### config.mk
export PLATFORM = sky130hd
export DESIGN_NAME = scl_timebase
export DESIGN_NICKNAME = d
export VERILOG_FILES = /design/src/rtl/scl_div_pkg.sv /design/src/rtl/scl_baud_hold.sv /design/src/rtl/scl_pow2_prescaler.sv /design/src/rtl/scl_linear_stage.sv /design/src/rtl/scl_phase_seq.sv /design/src/rtl/scl_timebase.sv
export SDC_FILE = /design/constraint.sdc
export NUM_CORES = 1
export LEC_CHECK = 0
export ABC_AREA = 1
export BUFFER_PORTS_ARGS = -buffer_cell sky130_fd_sc_hd__buf_2
export CAP_MARGIN = 20
export CELL_PAD_IN_SITES_DETAIL_PLACEMENT = 1
export CELL_PAD_IN_SITES_GLOBAL_PLACEMENT = 1
export CORE_MARGIN = 1.5
export CORE_UTILIZATION = 40
export CTS_CLUSTER_SIZE = 20
export DETAILED_ROUTE_END_ITERATION = 6
export GPL_ROUTABILITY_DRIVEN = 0
export PLACE_DENSITY_LB_ADDON = 0.08
export SLEW_MARGIN = 20
export SYNTH_ARGS = -nofsm -noshare
export SYNTH_HDL_FRONTEND = slang
export SYNTH_SLANG_ARGS = --single-unit
### constraint.sdc
create_clock -name clk -period 1.81 [get_ports clk]
set_input_delay 0.181 -clock clk [delete_from_list [all_inputs] [get_ports clk]]
set_output_delay 0.181 -clock clk [all_outputs]
set_load 0.01 [all_outputs]
### src/rtl/scl_div_pkg.sv
package scl_div_pkg;
  localparam int N_W    = 3;
  localparam int M_W    = 4;
  localparam int BAUD_W = 8;

  typedef struct packed {
    logic           spare;
    logic [M_W-1:0] m;
    logic [N_W-1:0] n;
  } baud_t;
endpackage

### src/rtl/scl_baud_hold.sv
module scl_baud_hold
  import scl_div_pkg::*;
#(
  parameter logic [BAUD_W-1:0] RESET_BAUD = 8'h44
) (
  input  logic              clk,
  input  logic              rst_n,
  input  logic              we,
  input  logic [BAUD_W-1:0] wdata,
  input  logic              boundary,
  output logic [BAUD_W-1:0] active,
  output logic [N_W-1:0]    n,
  output logic [M_W-1:0]    m
);
  logic [BAUD_W-1:0] pending;
  baud_t             fields;

  always_ff @(posedge clk) begin
    if (!rst_n) begin
      pending <= RESET_BAUD;
      active  <= RESET_BAUD;
    end else begin
      if (we)       pending <= wdata;
      if (boundary) active  <= pending;
    end
  end

  assign fields = baud_t'(active);
  assign n      = fields.n;
  assign m      = fields.m;
endmodule

### src/rtl/scl_pow2_prescaler.sv
module scl_pow2_prescaler #(
  parameter int N_W          = 3,
  parameter bit EXTRA_DOUBLE = 1'b0
) (
  input  logic           clk,
  input  logic           rst_n,
  input  logic [N_W-1:0] n,
  output logic           pulse
);
  localparam int MAX_EXP = (1 << N_W) - 1 + (EXTRA_DOUBLE ? 1 : 0);
  localparam int CNT_W   = (MAX_EXP < 1) ? 1 : MAX_EXP;
  localparam int EXP_W   = N_W + 1;

  logic [EXP_W-1:0] expo;
  logic [CNT_W:0]   lim_full;
  logic [CNT_W-1:0] lim;
  logic [CNT_W-1:0] cnt;

  generate
    if (EXTRA_DOUBLE) begin : g_doubled
      assign expo = {1'b0, n} + EXP_W'(1);
    end else begin : g_plain
      assign expo = {1'b0, n};
    end
  endgenerate

  assign lim_full = ((CNT_W+1)'(1) << expo) - (CNT_W+1)'(1);
  assign lim      = lim_full[CNT_W-1:0];
  assign pulse    = (cnt == lim);

  always_ff @(posedge clk) begin
    if (!rst_n)     cnt <= '0;
    else if (pulse) cnt <= '0;
    else            cnt <= cnt + 1'b1;
  end
endmodule

### src/rtl/scl_linear_stage.sv
module scl_linear_stage #(
  parameter int M_W = 4
) (
  input  logic           clk,
  input  logic           rst_n,
  input  logic           adv,
  input  logic [M_W-1:0] m,
  output logic           tick
);
  logic [M_W-1:0] cnt;
  logic           at_end;

  assign at_end = (cnt == m);
  assign tick   = adv && at_end;

  always_ff @(posedge clk) begin
    if (!rst_n)  cnt <= '0;
    else if (adv) cnt <= at_end ? '0 : cnt + 1'b1;
  end
endmodule

### src/rtl/scl_phase_seq.sv
module scl_phase_seq #(
  parameter int TICKS     = 10,
  parameter int LOW_TICKS = 5,
  parameter int DRIVE_AT  = 2,
  parameter int SAMPLE_AT = 7
) (
  input  logic clk,
  input  logic rst_n,
  input  logic tick,
  output logic boundary,
  output logic start_stb,
  output logic drive_stb,
  output logic rise_stb,
  output logic sample_stb,
  output logic scl_hi
);
  localparam int PH_W = $clog2(TICKS);
  localparam logic [PH_W-1:0] LAST = PH_W'(TICKS - 1);
  localparam logic [PH_W-1:0] RISE = PH_W'(LOW_TICKS);
  localparam logic [PH_W-1:0] DRV  = PH_W'(DRIVE_AT);
  localparam logic [PH_W-1:0] SMP  = PH_W'(SAMPLE_AT);

  logic [PH_W-1:0] ph;
  logic [PH_W-1:0] ph_nxt;

  assign ph_nxt   = (ph == LAST) ? '0 : ph + 1'b1;
  assign boundary = tick && (ph == LAST);
  assign scl_hi   = (ph >= RISE);

  always_ff @(posedge clk) begin
    if (!rst_n) begin
      ph         <= LAST;
      start_stb  <= 1'b0;
      drive_stb  <= 1'b0;
      rise_stb   <= 1'b0;
      sample_stb <= 1'b0;
    end else begin
      if (tick) ph <= ph_nxt;
      start_stb  <= tick && (ph_nxt == '0);
      drive_stb  <= tick && (ph_nxt == DRV);
      rise_stb   <= tick && (ph_nxt == RISE);
      sample_stb <= tick && (ph_nxt == SMP);
    end
  end
endmodule

### src/rtl/scl_timebase.sv
module scl_timebase
  import scl_div_pkg::*;
#(
  parameter bit                EXTRA_DOUBLE = 1'b0,
  parameter logic [BAUD_W-1:0] RESET_BAUD   = 8'h44,
  parameter int                TICKS        = 10,
  parameter int                LOW_TICKS    = 5,
  parameter int                DRIVE_AT     = 2,
  parameter int                SAMPLE_AT    = 7
) (
  input  logic              clk,
  input  logic              rst_n,
  input  logic              baud_we,
  input  logic [BAUD_W-1:0] baud_wdata,
  output logic [BAUD_W-1:0] active_baud,
  output logic              tick,
  output logic              period_start,
  output logic              drive_stb,
  output logic              rise_stb,
  output logic              sample_stb,
  output logic              scl_hi
);
  logic [N_W-1:0] n_sel;
  logic [M_W-1:0] m_sel;
  logic           pre_pulse;
  logic           boundary;

  scl_baud_hold #(.RESET_BAUD(RESET_BAUD)) u_hold (
    .clk(clk), .rst_n(rst_n), .we(baud_we), .wdata(baud_wdata),
    .boundary(boundary), .active(active_baud), .n(n_sel), .m(m_sel)
  );

  scl_pow2_prescaler #(.N_W(N_W), .EXTRA_DOUBLE(EXTRA_DOUBLE)) u_pre (
    .clk(clk), .rst_n(rst_n), .n(n_sel), .pulse(pre_pulse)
  );

  scl_linear_stage #(.M_W(M_W)) u_lin (
    .clk(clk), .rst_n(rst_n), .adv(pre_pulse), .m(m_sel), .tick(tick)
  );

  scl_phase_seq #(
    .TICKS(TICKS), .LOW_TICKS(LOW_TICKS),
    .DRIVE_AT(DRIVE_AT), .SAMPLE_AT(SAMPLE_AT)
  ) u_phase (
    .clk(clk), .rst_n(rst_n), .tick(tick), .boundary(boundary),
    .start_stb(period_start), .drive_stb(drive_stb), .rise_stb(rise_stb),
    .sample_stb(sample_stb), .scl_hi(scl_hi)
  );
endmodule

==> results by group <==
Status
  • Status: completed

Route
  • Drt drc: 0
  • DRT iter0 DRCs: 51
  • DR WL met3: 170 µm
  • WL final: 4210 µm
  • Uppermost layer routed: met4
  • DR WL/cell: 12.2 µm
  • Metal2 WL: 1930 µm
  • Wl on met1: 2040 µm
  • Via count: 1699
  • Number of vias per cell: 4.94
  • DRT antenna net count: 0
  • DRT Pass-1 Iters: 4

Cells and area
  • Commonest non-fill, non-tap cell in the layout: nand2_1
  • Layout cells sized above 1: 0.250
  • Antenna cell count: 0
  • Nets: 306
  • P&R area growth vs syn: 18.6%
  • Most frequent cells in the layout: 63 x nand2_1, 35 x inv_1, 32 x dfxtp_1

Global routing
  • GRT Resource Usage Total: 0.186
  • Pin count of the biggest net entering global routing: 25
  • GRT overflow: 0
  • Global-route wire length before repair: 7420 µm
  • Number of global-route vias before repair: 1635
  • Initial antenna violation count: 0

Timing
  • Worst-Margin Slew: 0.427 ns
  • Setup violators final: 0
  • Final min period: 1.70 ns
  • Total Neg Setup Slack: 0 ns
  • Slew Viols, Final: 0
  • Final hold vios: 0
  • Fin crit share: 0.942
  • Unrepaired setup endpoints after global routing: no
  • Setup ws final: 0.105 ns
  • Fmax: 587 MHz
  • Layout Skew: 0.00560 ns
  • Slew HR: 0.715

Critical path
  • Crit path capture type: primary output
  • Critical Path RT: 1.63 ns
  • Startpoint Class: register
  • R2R setup slack: 0.23 ns
  • Reg-to-Reg Start: u_hold.active[2]
  • Critical Setup Path Class: register to primary output
  • Crit path from: u_lin.cnt[0]
  • Crit path max fanout: 5
  • Critical Path AT: 1.52 ns
  • Reg2reg end: u_phase.ph[0]
  • Crit path to: tick
  • FF-to-FF path depth: 10

Yosys
  • Synth area leader: dfxtp_1
  • Register area share after synthesis: 0.383
  • Ys Warns: 0
  • Cells after synthesis: 258
  • Register bit total from synthesis: 35
  • Synth top area cells: dfxtp_1 38%, nand2_1 13%, inv_1 7.2%
  • Post-synth top area share: 0.383
  • Syn Area/Cell: 7.10 µm²
  • Number of library cell types mapped by synthesis: 27
  • Syn nets: 271
  • Synth Cell Area: 1830 µm²

Run
  • Maxcap violations: 0

Clock network
  • Clock Tree Buf Depth: 2
  • CTS tree: built
  • Total CTS buffers: 5
  • H-tree depth: 2
  • Clk_lat worst skew: 0.28 ns
  • Clock-pin slew on the worst setup and hold paths: 0.07 ns
  • Clk sinks: 35
  • Root Buffer: clkbuf_8

Placement
  • Setup WS pre-CTS: 0.126 ns
  • Input/output buffers: 24
  • DPL Wire Length: 3120 µm

Pwr
  • Max rail drop VDD: 0.000332 V
  • PD cells: 637 nW/µm²
  • Static Leakage: 0.00102 µW

Die
  • DIE AREA: 4990 µm²
  • Die X: 70.7 µm
  • Die height: 70.7 µm
  • Ports: 25
  • # rows: 24
  • Core Region: 4380 µm²
  • Initial Util: 0.418

Min path
  • HP Start: baud_wdata[6]
  • Worst min path class: input port to register
## layout make-up
cell class | count | area [µm²]
clock buffers | 6 | 72.6
well taps | 52 | 65.1
repair buffers | 34 | 214
flip-flops and latches | 35 | 709
inverters | 43 | 161
fillers | 587 | 2210
multi-input cells | 174 | 951
## logic make-up (layout without fill, tap and decap cells)
logic type / after synthesis / count (layout) / synth area share
XOR/XNOR: 6 / 6 / 0.0287
flip-flops: 35 / 35 / 0.383
AO/OA/AOI/OAI: 20 / 20 / 0.0560
adder cells (fa/ha/maj): 2 / 2 / 0.0137
buffers and inverters: 49 / 83 / 0.109
AND/OR/NAND/NOR: 146 / 146 / 0.410
## power breakdown
group	switching, µW	internal, µW	leakage (µW)
registers	10.4	785	0.000286
clock network	258	256	0.0000371
logic	45.9	28.3	0.000698
total	315	1070	0.00102
## registers in the layout, indices dropped and copies added, names as in the netlist
| name | cells |
|---|---|
| u_hold.active | 8 |
| u_pre.cnt | 7 |
| u_phase.drive_stb | 1 |
| u_phase.start_stb | 1 |
| u_lin.cnt | 4 |
| u_phase.ph | 4 |
| u_phase.sample_stb | 1 |
| u_hold.pending | 8 |
| u_phase.rise_stb | 1 |
## critical path, stage by stage, from the launching register on
cell and delay, ns:
dfxtp_1 0.43, xnor2_1 0.15, nand3_1 0.13, nor2_4 0.20, inv_2 0.12, nor2_8 0.11
buf_6 0.10
## worst min path at each step
stage / endpoint / cells past startpoint / slack (ns)
floorplan: u_hold.pending[2] / 2 / 0.30
finish: u_hold.pending[6] / 3 / 0.13
global route: u_hold.pending[2] / 3 / 0.14
global placement: u_hold.pending[2] / 3 / 0.41
CTS: u_hold.pending[2] / 3 / 0.12
detailed placement: u_hold.pending[2] / 3 / 0.42
## synth_stat cells, drive strengths merged
cell type  instances
nand2             71
buf                3
dfxtp             35
xnor2              2
or2                1
a21oi             11
clkbuf             3
nand4             14
clkinv             2
o211ai             1
xor2               4
ha                 2
inv               41
o21ai              8
nor3               4
nand3             23
nor2              32
nand3b             1
## repair_timing
item	4_1_cts	5_1_grt
pin swaps	3	5
resized for setup	7	6
hold buffers	0	0
buffers inserted	4	3
setup endpoints to repair	1	1
## layer usage
metal | global-route usage | up-vias
li1 | - | 878
met5 | 0 | -
met2 | 0.292 | 27
met3 | 0.0442 | 7
met1 | 0.250 | 787
met4 | 0.0671 | 0
## through the flow
step	area, µm²	cells	power (µW)	utilization	hold WS (ns)
floorplan	1830	258	864	-	0.303
global placement	2010	331	887	0.459	0.412
detailed placement	2010	331	891	0.459	0.420
CTS	2130	341	1410	0.486	0.119
global route	2170	344	1460	0.496	0.136
finish	2170	344	1380	0.496	0.130
(Power assumes the default switching activity.)
